**config.mk**
```make
export PLATFORM = sky130hd
export DESIGN_NAME = dacc_channel
export DESIGN_NICKNAME = d
export VERILOG_FILES = /design/src/rtl/dacc_pkg.sv /design/src/rtl/dacc_tick_divider.sv /design/src/rtl/dacc_trig_select.sv /design/src/rtl/dacc_conditioner.sv /design/src/rtl/dacc_channel.sv
export SDC_FILE = /design/constraint.sdc
export NUM_CORES = 1
export LEC_CHECK = 0
export BUFFER_PORTS_ARGS = -buffer_cell sky130_fd_sc_hd__buf_2
export CAP_MARGIN = 15
export CORE_ASPECT_RATIO = 1.25
export CORE_MARGIN = 8
export CORE_UTILIZATION = 63
export CTS_BUF_LIST = sky130_fd_sc_hd__clkbuf_4 sky130_fd_sc_hd__clkbuf_8
export DETAILED_ROUTE_END_ITERATION = 12
export GPL_TIMING_DRIVEN = 0
export PLACE_DENSITY = 0.95
export SYNTH_ARGS = -nofsm -noshare
export SYNTH_HDL_FRONTEND = slang
export SYNTH_HIERARCHICAL = 1
export SYNTH_SLANG_ARGS = --single-unit
```
**constraint.sdc**
```tcl
create_clock -name clk -period 23.3 [get_ports clk]
set_input_delay 4.66 -clock clk [delete_from_list [all_inputs] [get_ports clk]]
set_output_delay 4.66 -clock clk [all_outputs]
set_load 0.01 [all_outputs]
```
**src/rtl/dacc_pkg.sv**
```systemverilog
// Shared types for the DAC conditioning channel.
// Assumes: trigger mode is a 2-bit code, with value 3 reserved for "no trigger".
package dacc_pkg;
    typedef enum logic [1:0] {
        TRG_INTERNAL = 2'd0,
        TRG_EXTERNAL = 2'd1,
        TRG_SOFTWARE = 2'd2,
        TRG_NONE     = 2'd3
    } trig_mode_e;
endpackage

```
**src/rtl/dacc_tick_divider.sv**
```systemverilog
// Integer clock divider: counts 0..div_value and raises tick while at the limit.
// Assumes: run low holds the count at zero. If div_value drops below the current
// count, the tick fires at once and the count restarts.
module dacc_tick_divider #(
    parameter int DIV_W = 19
) (
    input  logic             clk,
    input  logic             rst_n,
    input  logic             run,
    input  logic [DIV_W-1:0] div_value,
    output logic             tick
);
    logic [DIV_W-1:0] count_q;
    logic             at_limit;

    // Detect the terminal count.
    assign at_limit = (count_q >= div_value);
    assign tick     = run && at_limit;

    // Advance or restart the count.
    always_ff @(posedge clk) begin
        if (!rst_n || !run) begin
            count_q <= '0;
        end else if (at_limit) begin
            count_q <= '0;
        end else begin
            count_q <= count_q + 1'b1;
        end
    end
endmodule

```
**src/rtl/dacc_trig_select.sv**
```systemverilog
// Trigger selection: synchronizes the external lines, detects rising edges and
// picks one source by mode.
// Assumes: the external lines are asynchronous, sw_trig is synchronous, and
// div_tick comes from dacc_tick_divider.
module dacc_trig_select
    import dacc_pkg::*;
#(
    parameter int N_EXT       = 8,
    parameter int SYNC_STAGES = 2,
    localparam int SEL_W      = $clog2(N_EXT)
) (
    input  logic             clk,
    input  logic             rst_n,
    input  logic             enable,
    input  logic [1:0]       mode,
    input  logic [SEL_W-1:0] ext_sel,
    input  logic [N_EXT-1:0] ext_trig,
    input  logic             sw_trig,
    input  logic             div_tick,
    output logic             fire
);
    // Stage SYNC_STAGES is the previous-value flop used for edge detection.
    logic [N_EXT-1:0] chain_q [SYNC_STAGES+1];
    logic [N_EXT-1:0] rise;

    // First synchronizer flop.
    always_ff @(posedge clk) begin
        if (!rst_n) chain_q[0] <= '0;
        else        chain_q[0] <= ext_trig;
    end

    for (genvar s = 1; s <= SYNC_STAGES; s++) begin : g_sync
        // Later synchronizer stages and the history flop.
        always_ff @(posedge clk) begin
            if (!rst_n) chain_q[s] <= '0;
            else        chain_q[s] <= chain_q[s-1];
        end
    end

    assign rise = chain_q[SYNC_STAGES-1] & ~chain_q[SYNC_STAGES];

    // Route the source chosen by mode.
    always_comb begin
        unique case (trig_mode_e'(mode))
            TRG_INTERNAL: fire = div_tick;
            TRG_EXTERNAL: fire = rise[ext_sel];
            TRG_SOFTWARE: fire = sw_trig;
            default:      fire = 1'b0;
        endcase
        fire = fire && enable;
    end
endmodule

```
**src/rtl/dacc_conditioner.sv**
```systemverilog
// Combinational sample path: interpret the sign, shift by a power of two, add
// the offset, optionally negate, then clamp to the output format.
// Assumes: the working width holds the largest left shift plus the offset
// without overflow.
module dacc_conditioner #(
    parameter int SMP_W   = 12,
    parameter int SCALE_W = 3,
    parameter int OFF_W   = 8,
    localparam int WORK_W = SMP_W + (1 << SCALE_W) + 2
) (
    input  logic [SMP_W-1:0]   sample,
    input  logic [SCALE_W-1:0] scale,
    input  logic               scale_up,
    input  logic [OFF_W-1:0]   offset,
    input  logic               signed_mode,
    input  logic               negate,
    output logic [SMP_W-1:0]   code
);
    localparam logic signed [WORK_W-1:0] U_MAX = WORK_W'((1 << SMP_W) - 1);
    localparam logic signed [WORK_W-1:0] U_MIN = '0;
    localparam logic signed [WORK_W-1:0] S_MAX = WORK_W'((1 << (SMP_W - 1)) - 1);
    localparam logic signed [WORK_W-1:0] S_MIN = WORK_W'(-(1 << (SMP_W - 1)));

    logic signed [WORK_W-1:0] widened, shifted, summed, flipped, hi, lo, clamped;

    // Scale, offset, negate and clamp in that order.
    always_comb begin
        widened = signed_mode ? {{(WORK_W-SMP_W){sample[SMP_W-1]}}, sample}
                              : {{(WORK_W-SMP_W){1'b0}}, sample};
        shifted = scale_up ? (widened <<< scale) : (widened >>> scale);
        summed  = shifted + $signed({{(WORK_W-OFF_W){1'b0}}, offset});
        flipped = negate ? -summed : summed;
        hi      = signed_mode ? S_MAX : U_MAX;
        lo      = signed_mode ? S_MIN : U_MIN;
        if (flipped > hi)      clamped = hi;
        else if (flipped < lo) clamped = lo;
        else                   clamped = flipped;
        code = clamped[SMP_W-1:0];
    end
endmodule

```
**src/rtl/dacc_channel.sv**
```systemverilog
// Top of the triggered DAC conditioning channel. Joins the divider, the trigger
// selector and the conditioner, and registers the output code on each trigger.
// Assumes: all configuration inputs are synchronous to clk. Reset is synchronous
// and active low.
module dacc_channel
    import dacc_pkg::*;
#(
    parameter int SMP_W   = 12,
    parameter int SCALE_W = 3,
    parameter int OFF_W   = 8,
    parameter int DIV_W   = 19,
    parameter int N_EXT   = 8,
    localparam int SEL_W  = $clog2(N_EXT)
) (
    input  logic               clk,
    input  logic               rst_n,
    input  logic               enable,
    input  logic [1:0]         trig_mode,
    input  logic [SEL_W-1:0]   ext_sel,
    input  logic [N_EXT-1:0]   ext_trig,
    input  logic               sw_trig,
    input  logic [DIV_W-1:0]   div_value,
    input  logic [SCALE_W-1:0] scale,
    input  logic               scale_up,
    input  logic [OFF_W-1:0]   offset,
    input  logic               signed_mode,
    input  logic               negate,
    input  logic [SMP_W-1:0]   sample_in,
    output logic [SMP_W-1:0]   code_out,
    output logic               code_valid,
    output logic               running
);
    logic             div_run, div_tick, fire;
    logic [SMP_W-1:0] cond_code;

    assign div_run = enable && (trig_mode_e'(trig_mode) == TRG_INTERNAL);

    dacc_tick_divider #(.DIV_W(DIV_W)) u_div (
        .clk(clk), .rst_n(rst_n), .run(div_run),
        .div_value(div_value), .tick(div_tick)
    );

    dacc_trig_select #(.N_EXT(N_EXT), .SYNC_STAGES(2)) u_sel (
        .clk(clk), .rst_n(rst_n), .enable(enable), .mode(trig_mode),
        .ext_sel(ext_sel), .ext_trig(ext_trig), .sw_trig(sw_trig),
        .div_tick(div_tick), .fire(fire)
    );

    dacc_conditioner #(.SMP_W(SMP_W), .SCALE_W(SCALE_W), .OFF_W(OFF_W)) u_cond (
        .sample(sample_in), .scale(scale), .scale_up(scale_up),
        .offset(offset), .signed_mode(signed_mode), .negate(negate),
        .code(cond_code)
    );

    // Output register: load the code on a trigger, pulse valid, track enable.
    always_ff @(posedge clk) begin
        if (!rst_n) begin
            code_out   <= '0;
            code_valid <= 1'b0;
            running    <= 1'b0;
        end else begin
            running    <= enable;
            code_valid <= fire;
            if (fire) code_out <= cond_code;
        end
    end
endmodule

```
==> Word-level counts from Yosys, hierarchy flattened <==
Memories as Yosys holds them, arrays and structs flattened.
Cells that the tools add are included.
{ "word_totals": {"reg_bits": 33, "latchBits": 0, "mem_bits_rw": 24, "romBits": 0, "in_bits": 62, "out_inout_bits": 14, "memories": 1} }
{ "classes": {"n_addsub": 3, "mul": 0, "div_mod_pow": 0, "magnitude_cmp": 4, "eq_ne": 2, "shifts": 2, "n_mux": 15, "bitwise": 5, "n_reduce_logical": 8} }
{ "memory_table": {"columns": ["memory", "words", "word_bits", "rd", "rd_ports_with_merged_regs", "write_ports", "line_no", "rtl"], "rows": [
  ["u_sel.chain_q", 3, 8, 3, 0, 3, "dacc_trig_select.sv:23", "logic [N_EXT-1:0] chain_q [SYNC_STAGES+1];"]
]} }
{ "op_table": {"columns": ["cell", "count"], "rows": [
  ["$mux 22", 4],
  ["$mux 12", 3],
  ["$mux 8", 3],
  ["$add 22x9->22", 1],
  ["$gt 22x13->1", 1],
  ["$lt 22x22->1", 1],
  ["$neg 22->22", 1],
  ["$sshl 22x3->22", 1],
  ["$sshr 22x3->22", 1],
  ["$add 19x1->19 const B", 1],
  ["$ge 19x19->1", 1],
  ["$and 8x8->8", 1],
  ["$not 8->8", 1],
  ["$lt 3x4->1 const B", 1],
  ["$bmux 1 s3", 1],
  ["$logic_and 1x1->1", 3],
  ["$mux 1", 3],
  ["$or 1x1->1", 3],
  ["$pmux 1 s3", 1],
  ["$eq 2x1->1 const B", 1],
  ["$eq 2x2->1 const B", 1],
  ["$logic_not 1->1", 2],
  ["$logic_not 2->1", 1],
  ["$reduce_or 2->1", 1],
  ["$logic_or 1x1->1", 1]
]} }

==> Logic depth before layout (Yosys ltp) <==
Gate-level depths: netlist (run 1).
{ "logic_depth": {"ltp_word": 9, "ltp_mapped": 37, "depth_no_buf": 31} }

==> Cells and area by module <==
Netlist (run 1), hierarchy kept.
{ "modules_own_cells": {"columns": ["mod", "n_inst", "cells_per_inst", "area_per_inst_um2", "seq_area_each_um2"], "rows": [
  ["dacc_conditioner", 1, 448, 3206.8, 0.0],
  ["dacc_tick_divider", 1, 155, 1378.8, 380.4],
  ["dacc_trig_select", 1, 70, 765.7, 480.5],
  ["dacc_channel", 1, 44, 531.8, 280.3]
]} }

==> Worst setup path before layout (run 1) <==
No wires, ideal clock.
{ "synth_timing": {"path_kind": "input to register", "start": "input scale[0]", "end": "register code_out[0]", "setup_ns": 0.116, "t_arrival_ns": 10.880, "slack_ns": 12.304, "stages": 28, "n_path_buf": 5, "cell_sequence": "buf_6 -> buf_12 -> buf_4 -> clkbuf_1 -> mux2_2 -> o211ai_1 -> a21oi_1 -> ha_1 -> inv_1 -> fa_1 -> xor2_1 -> and3_1 -> o311a_1 -> a31oi_1 -> or2_2 -> a2111oi_2 -> nand3_1 -> or3_1 -> maj3_2 -> o21a_1 -> ha_1 -> inv_1 -> or3_1 -> o31ai_1 -> clkbuf_1 -> o21ai_0 -> mux2i_1 -> nor2b_1"} }
{ "synth_between": {"elab_chain_cells": 8, "elab_cells_between_ends": 10, "classes_between": "add/sub: 2; order compare: 2; shift: 2; mux: 4"} }
{ "synth_rtl": {"columns": ["item", "line_no", "rtl"], "rows": [
  ["start, declared", "dacc_channel.sv:23", "input logic [SCALE_W-1:0] scale,"],
  ["$sshr 22x3->22 / $sshl 22x3->22 (equally long branches)", "dacc_conditioner.sv:30", "shifted = scale_up ? (widened <<< scale) : (widened >>> scale);"],
  ["$mux 22 (*)", "dacc_conditioner.sv:30", null],
  ["$add 22x9->22 (*)", "dacc_conditioner.sv:31", "summed = shifted + $signed({{(WORK_W-OFF_W){1'b0}}, offset});"],
  ["$neg 22->22", "dacc_conditioner.sv:32", "flipped = negate ? -summed : summed;"],
  ["$mux 22 (*)", "dacc_conditioner.sv:32", null],
  ["$lt 22x22->1", "dacc_conditioner.sv:36", "else if (flipped < lo) clamped = lo;"],
  ["$mux 12", "dacc_conditioner.sv:36", null],
  ["$mux 12 (*)", "dacc_conditioner.sv:35", "if (flipped > hi) clamped = hi;"],
  ["net cond_code[0]", "dacc_channel.sv:34", "logic [SMP_W-1:0] cond_code;"],
  ["end signal, assigned", "dacc_channel.sv:64", "if (fire) code_out <= cond_code;"],
  ["end, declared", "dacc_channel.sv:29", "output logic [SMP_W-1:0] code_out,"]
]} }
The timed path passes the listed nets; every way through them passes the cells marked *.
A chain may end at the register's enable or synchronous reset.

==> Worst setup path in the final report (run 1) <==
{ "layout_timing": {"start": "input scale[1]", "end": "register code_out[0]"} }
Same word-level chain as after synthesis.

==> run_results.csv, run 1 <==
group,metric,value,unit
synth,post_synth_fa_ha_maj_area_fraction,9.25,%
die,initial_utilization,64.5,%
synth,synth_mux_area_share,8.42,%
final_layout,area_growth,13.2,%
timing,layout_worst_path_cycle_share,52.9,%
synth,share_of_the_synthesized_netlist_area_taken_by_xor_and_xnor_gates,8.80,%
setup_path,critical_path.reg2reg.startpoint,"u_div/count_q[0]",
pwr,net-switching-power,0.000126,W
setup_path,worst-endpoint-arrival,12.55,ns
die,die_w,102,microns
die,die-height,124,microns
synth,synth.yosys.seq_area_share,19.4,%
synth,syn-mean-instance-area,8.21,sq um
final_layout,post_route_cells_drive_above_1_share,22.0,%
drt,avgViaCountPerCell,6.33,
final_layout,stdcell_count,931,
timing,timing.final.hold_violations,0,
grt,grt_pass1_vias,5999,
placed_design,io_buffers,75,
clocking,clock_insertion_delay_worst_skew,0.34,ns
setup_path,crit-reg2reg-capture,"code_out[3]",
pwr,power.density,52.8,nW/um^2
clocking,clock-root-buffer,"sky130_fd_sc_hd__clkbuf_8",
placed_design,dp.final_hpwl,12.4,mm
timing,totalNegativeSetupSlack,0,ns
pwr,power.leakage,2.78,nW
worst_hold_path,min_to,"u_sel/chain_q[1][7]",
clocking,tritoncts.num_buffers,9,
synth,synthCells,717,
drt,drt-wirelength-per-cell,18.4,microns
worst_hold_path,min_delay_path_depth,1,
drt,ant_nets,0,
pwr,power_share_of_the_clock_group,32.9,%
grt,grt_max_degree,14,
grt,grtUsageTotal,27.0,%
die,fp.coreArea,9130,sq um
drt,first_pass_iters,6,
synth,synthTopCellsByArea,"sky130_fd_sc_hd__dfxtp_1 (19%), sky130_fd_sc_hd__ha_1 (8.7%), sky130_fd_sc_hd__mux2i_1 (5.1%)",
pwr,power_report.internal_total,0.000226,W
drt,via_count,5891,
pwr,sw_frac_of_total,35.7,%
setup_path,reg2reg_slack,20.20,ns
setup_path,crit_path_end_kind,"flip-flop",
job,max-cap-violations,0,
worst_hold_path,hp-class,"flip-flop to flip-flop",
setup_path,start_kind,"input port",
timing,rsz_0062_raised_after_global_routing,"false",
clocking,clock_sinks,57,
synth,dominant_combinational_cell_family_by_area_after_synthesis,"simple AND/OR/NAND/NOR gates",
clocking,cts.path.max_buffers,2,
synth,synth_seq_cells,57,
clocking,htree_levels,3,
setup_path,path_class,"input port to flip-flop",
die,placement_rows,39,
timing,fin_skew,0.00781,ns
timing,maxSlewViolCount,0,
placed_design,gp_congestion,0.918,
clocking,post_cts_buffers,0,
timing,fmax,81.2,MHz
timing,finalSetupViolCount,0,
final_layout,num-fill-cells,701,
synth,synth_area,5880,sq um
final_layout,final_net_count,907,
pwr,power.share.sequential,28.9,%
synth,synth.largest_area_cell,"sky130_fd_sc_hd__dfxtp_1",
synth,ys_dominant_reg_cell,"sky130_fd_sc_hd__dfxtp_1",
die,floorplan.io_pins,76,
pwr,ir_worst_vdd,77.0,uV
die,die_area,12700,sq um
setup_path,crit_fanout,10,
outcome,result_of_the_run,"finished clean",
drt,detail_route.wirelength,17.1,mm
synth,synth_top_area_share,19.4,%
clocking,tritoncts,"done",
timing,worstMarginPinSlew,0.813,ns
setup_path,crit_required,23.53,ns
drt,remaining_drc_errors,0,
worst_hold_path,holdCritStartpoint,"u_sel/chain_q[0][7]",
grt,grt.overflow.total,0,
setup_path,reg2reg_depth,15,
drt,iter_0_drt_violations,399,
grt,wire_length_of_the_first_global_routing_pass,27.7,mm
synth,synthMostInstantiatedCell,"sky130_fd_sc_hd__dfxtp_1",
clocking,ctsHoldBuffers,0,
timing,finalCriticalPeriod,12.32,ns
clocking,post_cts_resized,0,
clocking,cts.reportedPaths.clkPinSlew,0.07,ns
synth,asyncSetResetFlopFracSynth,0,%
timing,timing.max_slew.rel_slack,45.4,%
synth,ys_top_cells_by_count,"sky130_fd_sc_hd__dfxtp_1 (57), sky130_fd_sc_hd__nor2_1 (53), sky130_fd_sc_hd__nand2_1 (50)",
synth,postSynthNetCount,821,
final_layout,antenna-diode-count,0,
synth,synth-simple-area-share,26.6,%
grt,antenna_found_initial,0,
synth,synthesis.yosys.warnings,6,
synth,synth_cell_type_count,93,
pwr,combPwrFrac,38.2,%
synth,synth_enable_flop_cells,0,
synth,synth-compound-area-share,21.3,%
placed_design,place_inst,915,
-- flip-flops by register name (all words and copies together), names as in the netlist --
name           count
u_sel/chain_q     24
code_valid         1
running            1
u_div/count_q     19
code_out          12
-- layout make-up --
type / count / area [sq um] / share of cell area, %
Inverter: 38 / 143 / 2.14
Clock inverter: 7 / 125 / 1.88
Clock buffer: 9 / 124 / 1.86
Buffer: 37 / 228 / 3.42
Sequential cell: 57 / 1140 / 17.1
Tap cell: 123 / 154 / 2.31
Timing Repair Buffer: 75 / 375 / 5.63
Multi-Input combinational cell: 585 / 4370 / 65.6
-- stage by stage --
stage	utilization [%]	total power, W	instance area (sq um)	worst slack, ns	hold slack, ns
floorplan	-	0.000202	5880	12.30	0.412
global placement	70.3	0.000228	6410	11.13	0.413
detailed placement	70.3	0.000233	6410	10.87	0.420
CTS	73.0	0.000349	6660	11.14	0.439
global route	73.0	0.000369	6660	10.41	0.451
finish	73.0	0.000352	6660	10.98	0.437
-- placed cells by master (no fill, tap or decap), types with 5 or more instances in the layout --
master and count:
sky130_fd_sc_hd__a21oi_1 24, sky130_fd_sc_hd__nor3b_1 7, sky130_fd_sc_hd__buf_2 84, sky130_fd_sc_hd__inv_1 37
sky130_fd_sc_hd__a21o_1 7, sky130_fd_sc_hd__xnor2_1 32, sky130_fd_sc_hd__o211ai_1 7, sky130_fd_sc_hd__a31oi_1 10
sky130_fd_sc_hd__xor2_1 24, sky130_fd_sc_hd__clkbuf_1 18, sky130_fd_sc_hd__nand2b_1 7, sky130_fd_sc_hd__buf_6 5
sky130_fd_sc_hd__nand3_1 22, sky130_fd_sc_hd__mux2i_1 30, sky130_fd_sc_hd__mux2_2 10, sky130_fd_sc_hd__nor2b_1 22
sky130_fd_sc_hd__or3_1 5, sky130_fd_sc_hd__o21a_1 8, sky130_fd_sc_hd__clkbuf_8 9, sky130_fd_sc_hd__a211oi_1 8
sky130_fd_sc_hd__and2_1 29, sky130_fd_sc_hd__and3_1 6, sky130_fd_sc_hd__or2_2 5, sky130_fd_sc_hd__nand2_1 50
sky130_fd_sc_hd__nor2_1 53, sky130_fd_sc_hd__nand4_1 11, sky130_fd_sc_hd__nor3_1 22, sky130_fd_sc_hd__o31ai_1 5
sky130_fd_sc_hd__ha_1 41, sky130_fd_sc_hd__dfxtp_1 57, sky130_fd_sc_hd__nor3_2 13, sky130_fd_sc_hd__o21ai_2 10
sky130_fd_sc_hd__o21ai_0 27
-- worst max-delay path, cell delays in order --
cell and delay, ns:
sky130_fd_sc_hd__buf_2 0.15, sky130_fd_sc_hd__buf_4 0.19, sky130_fd_sc_hd__buf_2 0.25, sky130_fd_sc_hd__buf_1 0.44
sky130_fd_sc_hd__clkbuf_1 0.39, sky130_fd_sc_hd__o211ai_1 0.22, sky130_fd_sc_hd__a21oi_1 0.19, sky130_fd_sc_hd__ha_1 0.21
sky130_fd_sc_hd__inv_1 0.06, sky130_fd_sc_hd__fa_1 0.46, sky130_fd_sc_hd__xor2_1 0.43, sky130_fd_sc_hd__and3_1 0.29
sky130_fd_sc_hd__o311a_1 0.23, sky130_fd_sc_hd__a31oi_1 0.10, sky130_fd_sc_hd__or2_2 0.33, sky130_fd_sc_hd__a2111oi_2 0.30
sky130_fd_sc_hd__nand3_1 0.29, sky130_fd_sc_hd__or3_1 0.43, sky130_fd_sc_hd__maj3_2 0.34, sky130_fd_sc_hd__o21a_1 0.20
sky130_fd_sc_hd__ha_1 0.28, sky130_fd_sc_hd__inv_1 0.04, sky130_fd_sc_hd__or3_1 0.34, sky130_fd_sc_hd__o31ai_1 0.68
sky130_fd_sc_hd__clkbuf_1 0.57, sky130_fd_sc_hd__o21ai_0 0.19, sky130_fd_sc_hd__mux2i_1 0.18, sky130_fd_sc_hd__nor2b_1 0.08
-- power groups by stage --
stage,clock [W],sequential (W),combinational (W)
after floorplan,0,0.000104,0.0000978
after global placement,0,0.000104,0.000124
after detailed placement,0,0.000104,0.000129
after CTS,0.000116,0.000102,0.000131
after global routing,0.000121,0.000102,0.000147
final,0.000116,0.000102,0.000134
-- per-layer routing --
layer | share of wire (%) | track usage, %
met5 | 0 | 0
met4 | 4.1 | 15.1
met3 | 5.0 | 3.69
met2 | 52 | 49.4
met1 | 39 | 29.0
-- how the worst max path moves through the flow --
stage,start,end,cells past startpoint
2_1_floorplan,scale[0],code_out[0],28
3_3_place_gp,scale[1],code_out[0],28
3_5_place_dp,scale[1],code_out[0],28
4_1_cts,scale[1],code_out[0],28
5_1_grt,scale[1],code_out[0],28
6_report,scale[1],code_out[0],28
-- logic make-up (layout without fill, tap and decap cells) --
logic type / count (synthesis) / in the layout
compound gates: 164 / 164
flops: 57 / 57
simple gates: 277 / 277
xor+xnor: 57 / 57
buf+inv: 75 / 166
fa+ha+maj: 43 / 43
mux: 44 / 44
Note: power is estimated with default switching activity, not from simulation.
==> inputs of run 2 (changes only) <==
--- a/config.mk
+++ b/config.mk
@@ -5,11 +5,12 @@
 export SDC_FILE = /design/constraint.sdc
 export NUM_CORES = 1
 export LEC_CHECK = 0
+export ABC_AREA = 1
 export BUFFER_PORTS_ARGS = -buffer_cell sky130_fd_sc_hd__buf_2
 export CAP_MARGIN = 15
 export CORE_ASPECT_RATIO = 1.25
 export CORE_MARGIN = 8
-export CORE_UTILIZATION = 63
+export CORE_UTILIZATION = 61
 export CTS_BUF_LIST = sky130_fd_sc_hd__clkbuf_4 sky130_fd_sc_hd__clkbuf_8
 export DETAILED_ROUTE_END_ITERATION = 12
 export GPL_TIMING_DRIVEN = 0
==> constraint.sdc (replaced) <==
create_clock -name clk -period 11.45 [get_ports clk]
set_input_delay 2.29 -clock clk [delete_from_list [all_inputs] [get_ports clk]]
set_output_delay 2.29 -clock clk [all_outputs]
set_load 0.01 [all_outputs]
==> run_results.csv, run 2 <==
group,metric,value,unit
clocking,cts.path.max_buffers,2,
final_layout,top_regs,"u_sel/chain_q: 24 flops, u_div/count_q: 19 flops, code_out: 12 flops",
clocking,clock_sinks,57,
setup_path,reg2reg_slack,8.77,ns
timing,layout_worst_path_cycle_share,69.6,%
timing,rsz_0062_raised_after_global_routing,"false",
die,die-height,125,microns
final_layout,finalCoreUtilization,71.1,%
drt,ant_nets,0,
grt,grtUsageMet1,23.8,%
worst_hold_path,hp-class,"flip-flop to flip-flop",
clocking,post_cts_buffers,0,
timing,maxSlewViolCount,0,
synth,synthTopCellsByArea,"sky130_fd_sc_hd__nand2_1 (21%), sky130_fd_sc_hd__dfxtp_1 (20%), sky130_fd_sc_hd__nand3_1 (9.7%)",
synth,ys_top_cells_by_count,"sky130_fd_sc_hd__nand2_1 (324), sky130_fd_sc_hd__inv_1 (144), sky130_fd_sc_hd__nand3_1 (112)",
timing,finalCriticalPeriod,7.97,ns
drt,drt-wirelength-per-cell,12.4,microns
placed_design,gp_congestion,0.942,
timing,worstMarginPinSlew,0.601,ns
die,floorplan.io_pins,76,
clocking,clock-root-buffer,"sky130_fd_sc_hd__clkbuf_8",
worst_hold_path,min_delay_path_depth,2,
clocking,cts.reportedPaths.clkPinSlew,0.07,ns
final_layout,number_of_flip_flops_in_the_largest_register,24,
setup_path,critical_path.reg2reg.startpoint,"u_div/count_q[10]",
drt,remaining_drc_errors,0,
pwr,ir_worst_vdd,55.7,uV
setup_path,crit-reg2reg-capture,"code_out[8]",
timing,timing.max_slew.rel_slack,59.6,%
synth,synth.yosys.seq_area_share,19.7,%
synth,ys_dominant_reg_cell,"sky130_fd_sc_hd__dfxtp_1",
synth,asyncSetResetFlopFracSynth,0,%
grt,grt_max_degree,13,
synth,synth_area,5790,sq um
clocking,post_cts_resized,0,
setup_path,start_kind,"input port",
grt,wire_length_of_the_first_global_routing_pass,25.8,mm
placed_design,io_buffers,75,
drt,avgViaCountPerCell,5.21,
die,fp.coreArea,9170,sq um
synth,synth_cell_type_count,45,
final_layout,area_growth,12.7,%
grt,grt.overflow.total,0,
synth,synthMostInstantiatedCell,"sky130_fd_sc_hd__nand2_1",
clocking,clock_insertion_delay_worst_skew,0.34,ns
final_layout,final_cell_area_excluding_filler_cells,6530,sq um
setup_path,crit_path_end_kind,"flip-flop",
grt,antenna_found_initial,0,
setup_path,crit_fanout,10,
synth,synthCells,985,
synth,synth_top_area_share,21.0,%
final_layout,leading_cell_types_in_the_layout_fill_and_taps_excluded,"sky130_fd_sc_hd__nand2_1 (324), sky130_fd_sc_hd__inv_1 (144), sky130_fd_sc_hd__nand3_1 (112)",
synth,synth_seq_cells,57,
grt,grtUsageTotal,24.0,%
synth,syn-mean-instance-area,5.88,sq um
outcome,result_of_the_run,"finished clean",
final_layout,post_route_cells_drive_above_1_share,16.5,%
timing,totalNegativeSetupSlack,0,ns
placed_design,dp.final_hpwl,11.8,mm
synth,synthesis.yosys.warnings,6,
setup_path,reg2reg_depth,17,
timing,fin_skew,0.00899,ns
final_layout,mostFrequentLayoutCell,"sky130_fd_sc_hd__nand2_1",
clocking,tritoncts,"done",
clocking,htree_levels,3,
final_layout,final_net_count,1175,
final_layout,num-fill-cells,787,
pwr,power.leakage,3.57,nW
synth,synth.largest_area_cell,"sky130_fd_sc_hd__nand2_1",
drt,first_pass_iters,5,
timing,fmax,126,MHz
die,initial_utilization,63.1,%
synth,postSynthNetCount,1089,
worst_hold_path,holdCritStartpoint,"u_sel/chain_q[0][4]",
die,die_w,103,microns
final_layout,antenna-diode-count,0,
setup_path,crit_required,11.68,ns
grt,global_route_hottest_layer,"met2",
die,placement_rows,39,
clocking,ctsHoldBuffers,0,
final_layout,top_reg_by_flops,"u_sel/chain_q",
grt,met3_usage,3.89,%
grt,globalRouteMet2Util,44.1,%
drt,iter_0_drt_violations,275,
setup_path,timing.critical_path.slowest_stage_cell,"sky130_fd_sc_hd__fa_1",
drt,detail_route.wirelength,14.9,mm
setup_path,path_class,"input port to flip-flop",
job,max-cap-violations,0,
timing,timing.final.hold_violations,0,
die,die_area,12900,sq um
pwr,power.density,95.2,nW/um^2
timing,finalSetupViolCount,0,
synth,synth_enable_flop_cells,0,
drt,via_count,6242,
setup_path,worst-endpoint-arrival,8.20,ns
setup_path,worst_path_most_repeated_cell,"sky130_fd_sc_hd__nand2_1",
grt,grt_pass1_vias,6296,
placed_design,placed_cell_area,6320,sq um
worst_hold_path,min_to,"u_sel/chain_q[1][4]",
setup_path,crit_path_max_incr_delay,0.52,ns
pwr,total_power,0.000621,W
clocking,tritoncts.num_buffers,9,
run 2: area by class of cell:
| cell class | count | area (sq um) | area share, % |
|---|---|---|---|
| sequential | 57 | 1140 | 17.5 |
| clock inverter | 6 | 67.6 | 1.04 |
| multi-input combinational | 748 | 3890 | 59.6 |
| buffer | 22 | 169 | 2.59 |
| inverter | 158 | 594 | 9.11 |
| clock buffer | 10 | 138 | 2.11 |
| timing repair buffer | 75 | 375 | 5.75 |
| tap | 123 | 154 | 2.36 |
run 2: cell families (layout without fill, tap and decap cells):
group	Yosys count	in the layout	share of synthesized area (%)
compound gates	66	66	6.89
flops	57	57	19.7
fa+ha+maj	42	42	9.20
buf+inv	180	271	13.2
xor+xnor	23	23	3.48
simple gates	616	616	47.3
mux	1	1	0.194
run 2: worst max-delay path: cells and delay by family:
| family | cells | cell delay (ns) |
|---|---|---|
| and+or+nand+nor | 20 | 2.06 |
| buffers and inverters | 9 | 1.34 |
| adders and majority gates | 3 | 1.08 |
| xor gates and xnor gates | 1 | 0.22 |
| AOI/OAI and AO/OA | 5 | 1.18 |
run 2: where the power goes:
part,internal (W),switching (W)
Sequential,0.000204,0.00000278
Clock,0.000106,0.0000816
Combinational,0.0000804,0.000145
run 2: per-layer routing:
layer	vias up	wire length, microns
met5	-	0
met4	0	777
met3	56	695
met2	163	7600
met1	2750	5790
li1	3273	-
run 2: worst max-delay path by stage:
stage,from,end,slack (ns),depth (start not counted)
3_3_place_gp,scale[1],code_out[10],3.38,38
2_1_floorplan,scale[1],code_out[3],4.50,37
5_1_grt,scale[1],code_out[10],2.84,38
3_5_place_dp,scale[1],code_out[10],3.24,38
4_1_cts,scale[1],code_out[10],3.59,38
6_report,scale[1],code_out[10],3.48,38
run 2: metrics by stage:
step	std cells	worst slack, ns	hold WS [ns]
after floorplan	985	4.50	0.390
after CTS	1199	3.59	0.421
after detailed placement	1183	3.24	0.404
after global placement	1183	3.38	0.392
final	1199	3.48	0.424
after global routing	1199	2.84	0.440
==> inputs of run 3 (changes only) <==
--- a/config.mk
+++ b/config.mk
@@ -5,16 +5,16 @@
 export SDC_FILE = /design/constraint.sdc
 export NUM_CORES = 1
 export LEC_CHECK = 0
-export ABC_AREA = 1
+export ABC_AREA = 0
 export BUFFER_PORTS_ARGS = -buffer_cell sky130_fd_sc_hd__buf_2
 export CAP_MARGIN = 15
 export CORE_ASPECT_RATIO = 1.25
 export CORE_MARGIN = 8
-export CORE_UTILIZATION = 61
+export CORE_UTILIZATION = 55
 export CTS_BUF_LIST = sky130_fd_sc_hd__clkbuf_4 sky130_fd_sc_hd__clkbuf_8
 export DETAILED_ROUTE_END_ITERATION = 12
 export GPL_TIMING_DRIVEN = 0
-export PLACE_DENSITY = 0.95
+export PLACE_DENSITY = 0.9
 export SYNTH_ARGS = -nofsm -noshare
 export SYNTH_HDL_FRONTEND = slang
 export SYNTH_HIERARCHICAL = 1
==> constraint.sdc (replaced) <==
create_clock -name clk -period 7.2 [get_ports clk]
set_input_delay 1.44 -clock clk [delete_from_list [all_inputs] [get_ports clk]]
set_output_delay 1.44 -clock clk [all_outputs]
set_load 0.01 [all_outputs]
==> run_results.csv, run 3 (synthesis results as in run 1) <==
group,metric,value,unit
outcome,result_of_the_run,"finished clean",
clocking,clock_sinks,57,
grt,grtUsageTotal,23.2,%
clocking,ctsHoldBuffers,0,
drt,maxUsedRoutingLayer,"met4",
clocking,tritoncts,"done",
setup_path,path_class,"input port to flip-flop",
pwr,ir_worst_vdd,188,uV
placed_design,place_inst,924,
final_layout,post_route_cells_drive_above_1_share,30.8,%
timing,minimum_hold_slack,0.439,ns
setup_path,crit_path_max_incr_delay,0.42,ns
placed_design,dp.final_hpwl,11.8,mm
timing,maxSlewViolCount,0,
timing,timing.max_slew.rel_slack,50.3,%
placed_design,placed_cell_area,6460,sq um
drt,via_count,6030,
pwr,power.density,164,nW/um^2
drt,route.met3.wl,1.07,mm
die,die_w,109,microns
grt,grt_pass1_vias,5923,
final_layout,antenna-diode-count,0,
timing,fin_skew,0.00543,ns
setup_path,critical_path.reg2reg.startpoint,"u_div/count_q[0]",
timing,finalSetupViolCount,0,
die,initial_utilization,56.0,%
timing,layout_worst_path_cycle_share,99.3,%
timing,timing.final.hold_violations,0,
setup_path,crit_path_end_kind,"flip-flop",
clocking,cts.reportedPaths.clkPinSlew,0.07,ns
final_layout,top_reg_by_flops,"u_sel/chain_q",
drt,wirelength_met1,6.54,mm
setup_path,crit_fanout,19,
pwr,power.share.sequential,27.6,%
drt,first_pass_iters,6,
clocking,tritoncts.num_buffers,9,
drt,ant_nets,0,
final_layout,final_net_count,937,
final_layout,number_of_flip_flops_in_the_largest_register,24,
clocking,clock-root-buffer,"sky130_fd_sc_hd__clkbuf_8",
pwr,power_share_of_the_clock_group,28.4,%
pwr,power_report.internal_total,0.000756,W
setup_path,crit_end,"code_out[11]",
setup_path,start_kind,"input port",
pwr,sw_frac_of_total,36.6,%
pwr,combPwrFrac,43.9,%
setup_path,reg2reg_depth,15,
grt,grt_max_degree,20,
final_layout,area_growth,23.9,%
worst_hold_path,hp-class,"flip-flop to flip-flop",
grt,grt.overflow.total,0,
clocking,clock_insertion_delay_worst_skew,0.34,ns
setup_path,worst-endpoint-arrival,7.43,ns
setup_path,timing.critical_path.slowest_stage_cell,"sky130_fd_sc_hd__a2111oi_4",
drt,drt-wirelength-per-cell,18.1,microns
final_layout,mostFrequentLayoutCell,"sky130_fd_sc_hd__buf_2",
grt,wire_length_of_the_first_global_routing_pass,27.7,mm
setup_path,number_of_cells_on_the_critical_path,30,
setup_path,reg2reg_slack,4.27,ns
die,floorplan.io_pins,76,
final_layout,final_cell_area_excluding_filler_cells,7290,sq um
setup_path,crit_required,7.48,ns
drt,iter_0_drt_violations,420,
final_layout,top_regs,"u_sel/chain_q: 24 flops, u_div/count_q: 19 flops, code_out: 12 flops",
placed_design,io_buffers,75,
drt,remaining_drc_errors,0,
timing,fmax,140,MHz
setup_path,path_buf_inv,7,
final_layout,stdcell_count,970,
timing,worstMarginPinSlew,0.745,ns
timing,finalCriticalPeriod,7.15,ns
timing,totalNegativeSetupSlack,0,ns
drt,avgViaCountPerCell,6.22,
setup_path,crit_family,"compound AO/OA/AOI/OAI gates",
setup_path,crit-reg2reg-capture,"code_out[3]",
pwr,power.leakage,3.00,nW
clocking,htree_levels,3,
drt,wl_met2,9.29,mm
job,max-cap-violations,0,
die,die_area,14300,sq um
pwr,net-switching-power,0.000437,W
setup_path,startpoint,"scale[1]",
placed_design,gp_congestion,0.938,
die,fp.coreArea,10500,sq um
pwr,total_power,0.00119,W
drt,detail_route.wirelength,17.5,mm
die,placement_rows,42,
die,die-height,132,microns
clocking,cts.path.max_buffers,2,
grt,antenna_found_initial,0,
final_layout,leading_cell_types_in_the_layout_fill_and_taps_excluded,"sky130_fd_sc_hd__buf_2 (80), sky130_fd_sc_hd__dfxtp_1 (57), sky130_fd_sc_hd__nor2_1 (51)",
-- run 3: cell type report --
class                           instances  area (sq um)
Fill cell                             800          3220
Buffer                                 28           231
Timing Repair Buffer                  114           741
Tap cell                              132           165
Clock inverter                          7           103
Clock buffer                            9           124
Multi-Input combinational cell        585          4640
Inverter                               38           146
Sequential cell                        57          1140
-- run 3: metrics by stage --
stage          setup slack, ns  utilization, %
5_1_grt                 -0.156            69.4
6_report                0.0532            69.4
4_1_cts                -0.0110            67.1
3_5_place_dp             -1.00            61.5
2_1_floorplan           0.0103               -
3_3_place_gp            -0.904            61.5
-- run 3: worst register-to-register path: stages (launching register included) --
cell and delay, ns:
sky130_fd_sc_hd__dfxtp_1 0.48, sky130_fd_sc_hd__inv_1 0.09, sky130_fd_sc_hd__ha_1 0.29, sky130_fd_sc_hd__nand2b_1 0.17
sky130_fd_sc_hd__a211o_1 0.33, sky130_fd_sc_hd__a21oi_2 0.22, sky130_fd_sc_hd__nor2_1 0.08, sky130_fd_sc_hd__o21a_1 0.19
sky130_fd_sc_hd__mux2i_1 0.12, sky130_fd_sc_hd__nor3b_1 0.08, sky130_fd_sc_hd__a31oi_1 0.14, sky130_fd_sc_hd__nand2_1 0.08
sky130_fd_sc_hd__buf_6 0.14, sky130_fd_sc_hd__buf_12 0.14, sky130_fd_sc_hd__mux2i_1 0.18, sky130_fd_sc_hd__nor2b_1 0.09
-- run 3: power groups by stage --
stage	Combinational (W)	Clock, W	Sequential, W
2_1_floorplan	0.000322	0	0.000338
6_report	0.000524	0.000339	0.000329
5_1_grt	0.000560	0.000357	0.000330
4_1_cts	0.000473	0.000344	0.000329
3_3_place_gp	0.000413	0	0.000336
3_5_place_dp	0.000422	0	0.000336
-- run 3: per-layer routing --
| layer | GRT usage, % | vias to the layer above |
|---|---|---|
| met5 | 0 | - |
| met1 | 24.8 | 2844 |
| met4 | 9.23 | 0 |
| met3 | 4.40 | 57 |
| met2 | 42.5 | 287 |
| li1 | - | 2842 |
-- run 3: worst min-delay path by stage --
stage | startpoint | depth (start not counted) | end | slack [ns]
final | u_sel/chain_q[0][4] | 1 | u_sel/chain_q[1][4] | 0.44
after global routing | u_sel/chain_q[0][4] | 1 | u_sel/chain_q[1][4] | 0.46
after CTS | u_sel/chain_q[0][4] | 1 | u_sel/chain_q[1][4] | 0.44
after detailed placement | u_sel/chain_q[0][3] | 1 | u_sel/chain_q[1][3] | 0.42
after global placement | u_sel/chain_q[0][5] | 1 | u_sel/chain_q[1][5] | 0.41
after floorplan | u_sel/chain_q[0][0] | 1 | u_sel/chain_q[1][0] | 0.41
-- run 3: what timing repair did --
action	CTS	global route
endpoints found under the hold margin	0	0
cloned	2	0
pin swaps	23	26
gates resized for setup	34	40
endpoints found under the setup margin	12	12
setup buffers	24	14
